<file path="src/rtl/ris_pkg.sv">
package ris_pkg;

  localparam int WORD_W = 16;

  typedef struct packed {
    logic       ext_test;    // 15
    logic [1:0] bus_sel;     // 14:13
    logic       tst_en_src;  // 12: 1 = write strobe, 0 = register bit
    logic       tst_en_bit;  // 11
    logic       offs_bin;    // 10
    logic       is_float;    // 9
    logic [1:0] flt_fmt;     // 8:7
    logic [2:0] ch_dly;      // 6:4
    logic       interp;      // 3
    logic [2:0] spare;       // 2:0
  } ris_cfg_t;

  // mantissa left-justified, arithmetic right shift by (max exp - exp)
  function automatic logic [WORD_W-1:0] flt2fix(input logic [WORD_W-1:0] w,
                                                input logic [1:0] fmt);
    logic [WORD_W-1:0] m;
    logic [3:0]        sh;
    case (fmt)
      2'd0:    begin m = {w[15:5], 5'b0}; sh = {1'b0, 3'd7 - w[2:0]}; end
      2'd1:    begin m = {w[15:4], 4'b0}; sh = {1'b0, 3'd7 - w[2:0]}; end
      2'd2:    begin m = {w[15:3], 3'b0}; sh = {1'b0, 3'd7 - w[2:0]}; end
      default: begin m = {w[15:2], 2'b0}; sh = {2'b0, 2'd3 - w[1:0]}; end
    endcase
    return $signed(m) >>> sh;
  endfunction

endpackage

</file>
<file path="src/rtl/ris_src_sel.sv">
module ris_src_sel
  import ris_pkg::*;
#(
  parameter int NBUS = 4
) (
  input  logic                        clk,
  input  logic                        rst,
  input  ris_cfg_t                    cfg,
  input  logic [NBUS-1:0][WORD_W-1:0] bus_data,
  input  logic [NBUS-1:0]             bus_en_n,
  input  logic                        test_wr,
  input  logic [WORD_W-1:0]           test_din,
  input  logic                        sync_in,
  output logic [WORD_W-1:0]           s_data,
  output logic                        s_en,
  output logic                        s_rel
);

  logic [WORD_W-1:0] test_q;
  logic              stb_q;
  logic              rel_q;
  logic [WORD_W-1:0] sel_data;
  logic              sel_en;

  always_comb begin
    if (cfg.ext_test) begin
      sel_data = test_q;
      sel_en   = cfg.tst_en_src ? stb_q : cfg.tst_en_bit;
    end else begin
      sel_data = bus_data[cfg.bus_sel];
      sel_en   = ~bus_en_n[cfg.bus_sel];
    end
  end

  always_ff @(posedge clk) begin
    if (rst) begin
      test_q <= '0;
      stb_q  <= 1'b0;
      rel_q  <= 1'b0;
      s_data <= '0;
      s_en   <= 1'b0;
      s_rel  <= 1'b0;
    end else begin
      if (test_wr) test_q <= test_din;
      stb_q  <= test_wr;
      rel_q  <= rel_q | sync_in;
      s_data <= sel_data;
      s_en   <= sel_en & rel_q;
      s_rel  <= rel_q;
    end
  end

  // in strobe mode an enable exists only two clocks after a test write
  assert_strobe_from_write_R2: assert property (@(posedge clk) disable iff (rst)
    ($past(cfg.ext_test & cfg.tst_en_src) && s_en) |-> $past(test_wr, 2));

endmodule

</file>
<file path="src/rtl/ris_fmt.sv">
module ris_fmt
  import ris_pkg::*;
(
  input  logic              clk,
  input  logic              rst,
  input  ris_cfg_t          cfg,
  input  logic [WORD_W-1:0] s_data,
  input  logic              s_en,
  input  logic              s_rel,
  output logic [WORD_W-1:0] f_data,
  output logic              f_en,
  output logic              f_rel
);

  logic [WORD_W-1:0] word;
  logic [WORD_W-1:0] conv;

  always_comb begin
    word = {s_data[WORD_W-1] ^ cfg.offs_bin, s_data[WORD_W-2:0]};
    conv = cfg.is_float ? flt2fix(word, cfg.flt_fmt) : word;
  end

  always_ff @(posedge clk) begin
    if (rst) begin
      f_data <= '0;
      f_en   <= 1'b0;
      f_rel  <= 1'b0;
    end else begin
      f_data <= conv;
      f_en   <= s_en;
      f_rel  <= s_rel;
    end
  end

  // float expansion keeps the sign of the (MSB-corrected) mantissa
  assert_float_sign_R8: assert property (@(posedge clk) disable iff (rst)
    $past(cfg.is_float) |-> (f_data[WORD_W-1] == $past(s_data[WORD_W-1] ^ cfg.offs_bin)));

endmodule

</file>
<file path="src/rtl/ris_demux.sv">
module ris_demux
  import ris_pkg::*;
#(
  parameter int MAX_CH = 8,
  localparam int DLY_W = $clog2(MAX_CH)
) (
  input  logic              clk,
  input  logic              rst,
  input  logic              interp,
  input  logic [DLY_W-1:0]  dly,
  input  logic [WORD_W-1:0] f_data,
  input  logic              f_en,
  input  logic              f_rel,
  output logic [WORD_W-1:0] out_data,
  output logic              out_valid
);

  logic [MAX_CH-1:1] en_pipe;   // en_pipe[k] = f_en delayed k clocks
  logic [MAX_CH-1:0] en_all;
  logic              tap;
  logic [WORD_W-1:0] cap;

  always_comb begin
    en_all = {en_pipe, f_en};
    tap    = en_all[dly];
  end

  always_ff @(posedge clk) begin
    if (rst) begin
      en_pipe   <= '0;
      cap       <= '0;
      out_data  <= '0;
      out_valid <= 1'b0;
    end else begin
      en_pipe <= {en_pipe[MAX_CH-2:1], f_en};
      if (tap) cap <= f_data;
      if (interp) begin
        out_valid <= f_rel;
        out_data  <= f_en ? cap : '0;
      end else begin
        out_valid <= f_en;
        if (f_en) out_data <= cap;
      end
    end
  end

  // in gated mode the output word moves only on an accepted enable
  assert_gated_hold_R4: assert property (@(posedge clk) disable iff (rst)
    (!interp && !$past(interp) && !$stable(out_data)) |-> $past(f_en));

endmodule

</file>
<file path="src/rtl/rx_input_stage.sv">
module rx_input_stage
  import ris_pkg::*;
#(
  parameter int NBUS   = 4,
  parameter int MAX_CH = 8
) (
  input  logic              clk,
  input  logic              rst,
  input  logic              cfg_wr,
  input  logic [15:0]       cfg_din,
  input  logic [15:0]       bus_a,
  input  logic [15:0]       bus_b,
  input  logic [15:0]       bus_c,
  input  logic [15:0]       bus_d,
  input  logic [3:0]        bus_en_n,
  input  logic              test_wr,
  input  logic [15:0]       test_din,
  input  logic              sync_in,
  output logic [15:0]       out_data,
  output logic              out_valid
);

  localparam int DLY_W = $clog2(MAX_CH);

  ris_cfg_t                    cfg_q;
  logic [NBUS-1:0][WORD_W-1:0] bus_arr;
  logic [WORD_W-1:0]           s_data, f_data;
  logic                        s_en, s_rel, f_en, f_rel;

  always_comb bus_arr = {bus_d, bus_c, bus_b, bus_a};

  always_ff @(posedge clk) begin
    if (rst)         cfg_q <= '0;
    else if (cfg_wr) cfg_q <= ris_cfg_t'(cfg_din);
  end

  ris_src_sel #(.NBUS(NBUS)) u_src (
    .clk(clk), .rst(rst), .cfg(cfg_q), .bus_data(bus_arr), .bus_en_n(bus_en_n),
    .test_wr(test_wr), .test_din(test_din), .sync_in(sync_in),
    .s_data(s_data), .s_en(s_en), .s_rel(s_rel)
  );

  ris_fmt u_fmt (
    .clk(clk), .rst(rst), .cfg(cfg_q), .s_data(s_data), .s_en(s_en), .s_rel(s_rel),
    .f_data(f_data), .f_en(f_en), .f_rel(f_rel)
  );

  ris_demux #(.MAX_CH(MAX_CH)) u_dmx (
    .clk(clk), .rst(rst), .interp(cfg_q.interp), .dly(DLY_W'(cfg_q.ch_dly)),
    .f_data(f_data), .f_en(f_en), .f_rel(f_rel),
    .out_data(out_data), .out_valid(out_valid)
  );

  // checker state: release seen and steady interpolated run
  logic       sync_seen;
  logic [2:0] rel_cnt;
  logic [2:0] int_cnt;

  always_ff @(posedge clk) begin
    if (rst) begin
      sync_seen <= 1'b0;
      rel_cnt   <= '0;
      int_cnt   <= '0;
    end else begin
      if (sync_in) sync_seen <= 1'b1;
      if (sync_seen && rel_cnt != 3'd7) rel_cnt <= rel_cnt + 3'd1;
      if (!cfg_q.interp)         int_cnt <= '0;
      else if (int_cnt != 3'd7)  int_cnt <= int_cnt + 3'd1;
    end
  end

  assert_holdoff_R3: assert property (@(posedge clk) disable iff (rst)
    !sync_seen |-> !out_valid);

  assert_interp_every_clock_R5: assert property (@(posedge clk) disable iff (rst)
    (rel_cnt >= 3'd4 && int_cnt >= 3'd2) |-> out_valid);

endmodule

</file>
<file path="config.mk">
export PLATFORM = sky130hd
export DESIGN_NAME = rx_input_stage
export DESIGN_NICKNAME = d
export VERILOG_FILES = /design/src/rtl/ris_pkg.sv /design/src/rtl/ris_src_sel.sv /design/src/rtl/ris_fmt.sv /design/src/rtl/ris_demux.sv /design/src/rtl/rx_input_stage.sv
export SDC_FILE = /design/constraint.sdc
export NUM_CORES = 1
export LEC_CHECK = 0
export CAP_MARGIN = 25
export CORE_MARGIN = 8
export CORE_UTILIZATION = 35
export DETAILED_ROUTE_END_ITERATION = 8
export GPL_ROUTABILITY_DRIVEN = 0
export HOLD_SLACK_MARGIN = 0.15
export SYNTH_ARGS = -nofsm -noshare
export SYNTH_HDL_FRONTEND = slang
export SYNTH_SLANG_ARGS = --single-unit
</file>
<file path="constraint.sdc">
create_clock -name clk -period 3.5 [get_ports clk]
set_clock_uncertainty 0.2 [all_clocks]
set_input_delay 0.525 -clock clk [delete_from_list [all_inputs] [get_ports clk]]
set_output_delay 0.525 -clock clk [all_outputs]
set_load 0.05 [all_outputs]
</file>
==> flow_summary.yaml <==
run_status:
  outcome: "finished, final reports clean"
worst_setup_path:
  start_kind: "register"
  rrSetupSlack_ns: 1.19
  worstPathArrival_ns: 2.33
  end_kind: "register"
  slowest_stage: "dfxtp_1"
  cp_top_family: "flip-flops"
  cp_max_fo: 21
  timing.rr.start: "u_src.s_data[0]"
  required_ns: 3.52
  path_cells: "mux2_2 > a32oi_1 > a2111oi_0 > a211o_1"
  cp.buffers_inverters: 0
  r2r_end: "u_fmt.f_data[3]"
  worstRegToRegCells: 4
  critPathMaxStageDelay_ns: 0.92
  critical_path_class: "register to register"
drt:
  ant_nets: 0
  vias: 3341
  dr.first_iter.drc_count: 121
  postRouteWirelength_microns: 10200
  vias_per_cell: 4.88
  detail_route.wl_per_cell_microns: 14.9
  drc: 0
  firstDrtPassIters: 5
global_route:
  grt_max_degree: 54
  antenna_found_initial: 0
  grt_usage: 0.128
  grt_pass1_vias: 3602
  grt_first_pass_wirelength_microns: 17100
  gr-total-overflow: 0
synth:
  ys_seq_area_frac: 0.472
  ys_ff_latch: 107
  synth_cell_types: 37
  ys_top_cells_by_area: "dfxtp_1 47%, mux2i_1 14%, mux4_2 14%"
  yosysTopAreaCell: "dfxtp_1"
  synth_flop_cell: "dfxtp_1"
  async_flop_share: 0
  yosysTopAreaCellShare: 0.472
  syn_nets: 515
  syn_area_sq_mm: 0.00453
  ys_warn_count: 0
  syn_area_per_cell_sq_um: 11.1
  synthCells: 410
  synth_edf_count: 0
timing:
  setup_viol: 0
  slew_violations: 0
  min_period_over_period: 0.659
  layout_min_cycle_time_ns: 2.31
  setup_tns_ns: 0
  hold_viol_final: 0
  fmax_mhz: 434
  slew_headroom: 0.351
  tightestPinTransition_ns: 0.972
  rsz0062_at_grt: "false"
job:
  cap_viol_max_count: 0
clock_tree:
  clk_transition_reported_paths_ns: 0.07
  hold_buffers: 0
  clock_sinks: 107
  clock_latency_ns: 0.34
  cts_resized: 0
  htreeDepth: 3
  clk_path_buf_depth: 2
  postCtsSetupBuffers: 0
  tritoncts: "built"
  clockRootBuffer: "clkbuf_16"
  cts_buffers: 9
layout:
  final_util: 0.483
  layout-drive-gt1-share: 0.0975
  diodes: 0
  num-nets-final: 615
  stdcell_area_sq_mm: 0.00609
  area_delta_synth_final_pct: 34.3
placed_design:
  postPlaceCellArea_sq_mm: 0.00581
  place_hpwl_microns: 8040
  io_buffers: 118
power:
  peakVddDrop_mv: 0.192
  p_leak_uw: 0.00239
  finalPower_uw: 2670
  powerDensity_mw_per_mm2: 438
hold_path:
  hold_depth: 1
  hold_class: "register to register"
  worstHoldStart: "u_src.s_rel"
  holdPathEnd: "u_fmt.f_rel"
die:
  die_area_sq_mm: 0.0169
  dieHeight_microns: 130
  start_util: 0.359
  io_pins: 122
  core_sq_mm: 0.0126
  row_count: 41
  die_w_microns: 130
## power breakdown
part | leakage, uW | internal [uW] | switching [uW] | total, uW
logic | 0.00137 | 232 | 130 | 362
registers | 0.000876 | 1270 | 65.2 | 1340
clock network | 0.000141 | 563 | 403 | 966
## routing by layer
layer / track usage / vias to the layer above / routed length, microns
met4: 0.0526 / 0 / 126
met3: 0.0641 / 8 / 1050
met5: 0 / - / 0
li1: - / 1659 / -
met1: 0.147 / 1540 / 4420
met2: 0.198 / 134 / 4600
## cell usage in the layout, fill, tap and decap left out, drive strengths merged, types with 2 or more instances in the layout
master	count
dfxtp	107
nand3	2
mux2	3
nand2b	3
nor3b	2
mux2i	66
inv	2
clkbuf	11
mux4	28
buf	5
a22o	16
o31ai	2
nor2	78
clkinv	2
nand2	12
nor2b	12
nor3	9
o21ai	6
a211oi	5
o22ai	5
clkdlybuf4s50	117
a21oi	7
## per-stage QoR
| step | setup WS, ns | cells | hold slack (ns) |
|---|---|---|---|
| 2_1_floorplan | 1.55 | 410 | 0.214 |
| 3_3_place_gp | 1.19 | 671 | 0.225 |
| 3_5_place_dp | 1.14 | 671 | 0.225 |
| 4_1_cts | 1.20 | 685 | 0.241 |
| 5_1_grt | 1.08 | 685 | 0.263 |
| 6_report | 1.19 | 685 | 0.237 |
## cell families (layout without fill, tap and decap cells)
| family | count (synthesis) | in the layout | share of synthesized area |
|---|---|---|---|
| buf+inv | 35 | 138 | 0.0373 |
| simple gates | 120 | 120 | 0.113 |
| xor+xnor | 2 | 2 | 0.00386 |
| mux | 97 | 97 | 0.295 |
| flops | 107 | 107 | 0.472 |
| compound gates | 49 | 49 | 0.0781 |
## cell usage after synthesis (2+ instances only)
cell,number
dfxtp_1,107
nor2_1,78
mux2i_1,65
mux4_2,28
clkbuf_1,20
a22o_1,16
nand2_1,12
nor2b_1,12
nor3_1,9
a21oi_1,7
buf_2,7
o21ai_0,6
a211oi_1,5
o22ai_1,5
buf_1,3
mux2_2,3
nand2b_1,3
inv_1,2
nand3_1,2
nor3b_1,2
o31ai_1,2
## worst reg2reg max path, cell delays in order (launching register included)
cell and delay (ns):
dfxtp_1 0.92, mux2_2 0.42, a32oi_1 0.22, a2111oi_0 0.14, a211o_1 0.28
## registers in the layout, summed over array words and instances (netlist names)
signal,count
cfg_q,13
u_src.s_rel,1
u_dmx.out_valid,1
u_src.stb_q,1
u_dmx.en_pipe,7
u_dmx.cap,16
u_src.test_q,16
u_fmt.f_en,1
u_fmt.f_rel,1
u_src.s_en,1
u_src.s_data,16
u_fmt.f_data,16
u_dmx.out_data,16
u_src.rel_q,1
## worst max path at each step
stage               depth (start not counted)  slack [ns]               end       startpoint
floorplan                                   5        1.55     u_dmx.cap[10]         cfg_q[5]
global placement                            3        1.19  u_src.test_q[10]          test_wr
detailed placement                          3        1.14   u_src.test_q[5]          test_wr
CTS                                         4        1.20   u_fmt.f_data[3]  u_src.s_data[0]
global route                                4        1.08      u_dmx.cap[2]         cfg_q[5]
finish                                      4        1.19   u_fmt.f_data[3]  u_src.s_data[0]
## cell type report
class                      count  area [sq um]
clock inverter                 3          40.0
timing repair buffer         122          1220
clock buffer                  11           243
fill                        1210          6530
tap                          172           215
sequential                   107          2140
inverter                       2          7.51
multi-input combinational    268          2220
No activity file was read; power rests on OpenSTA's default activity.
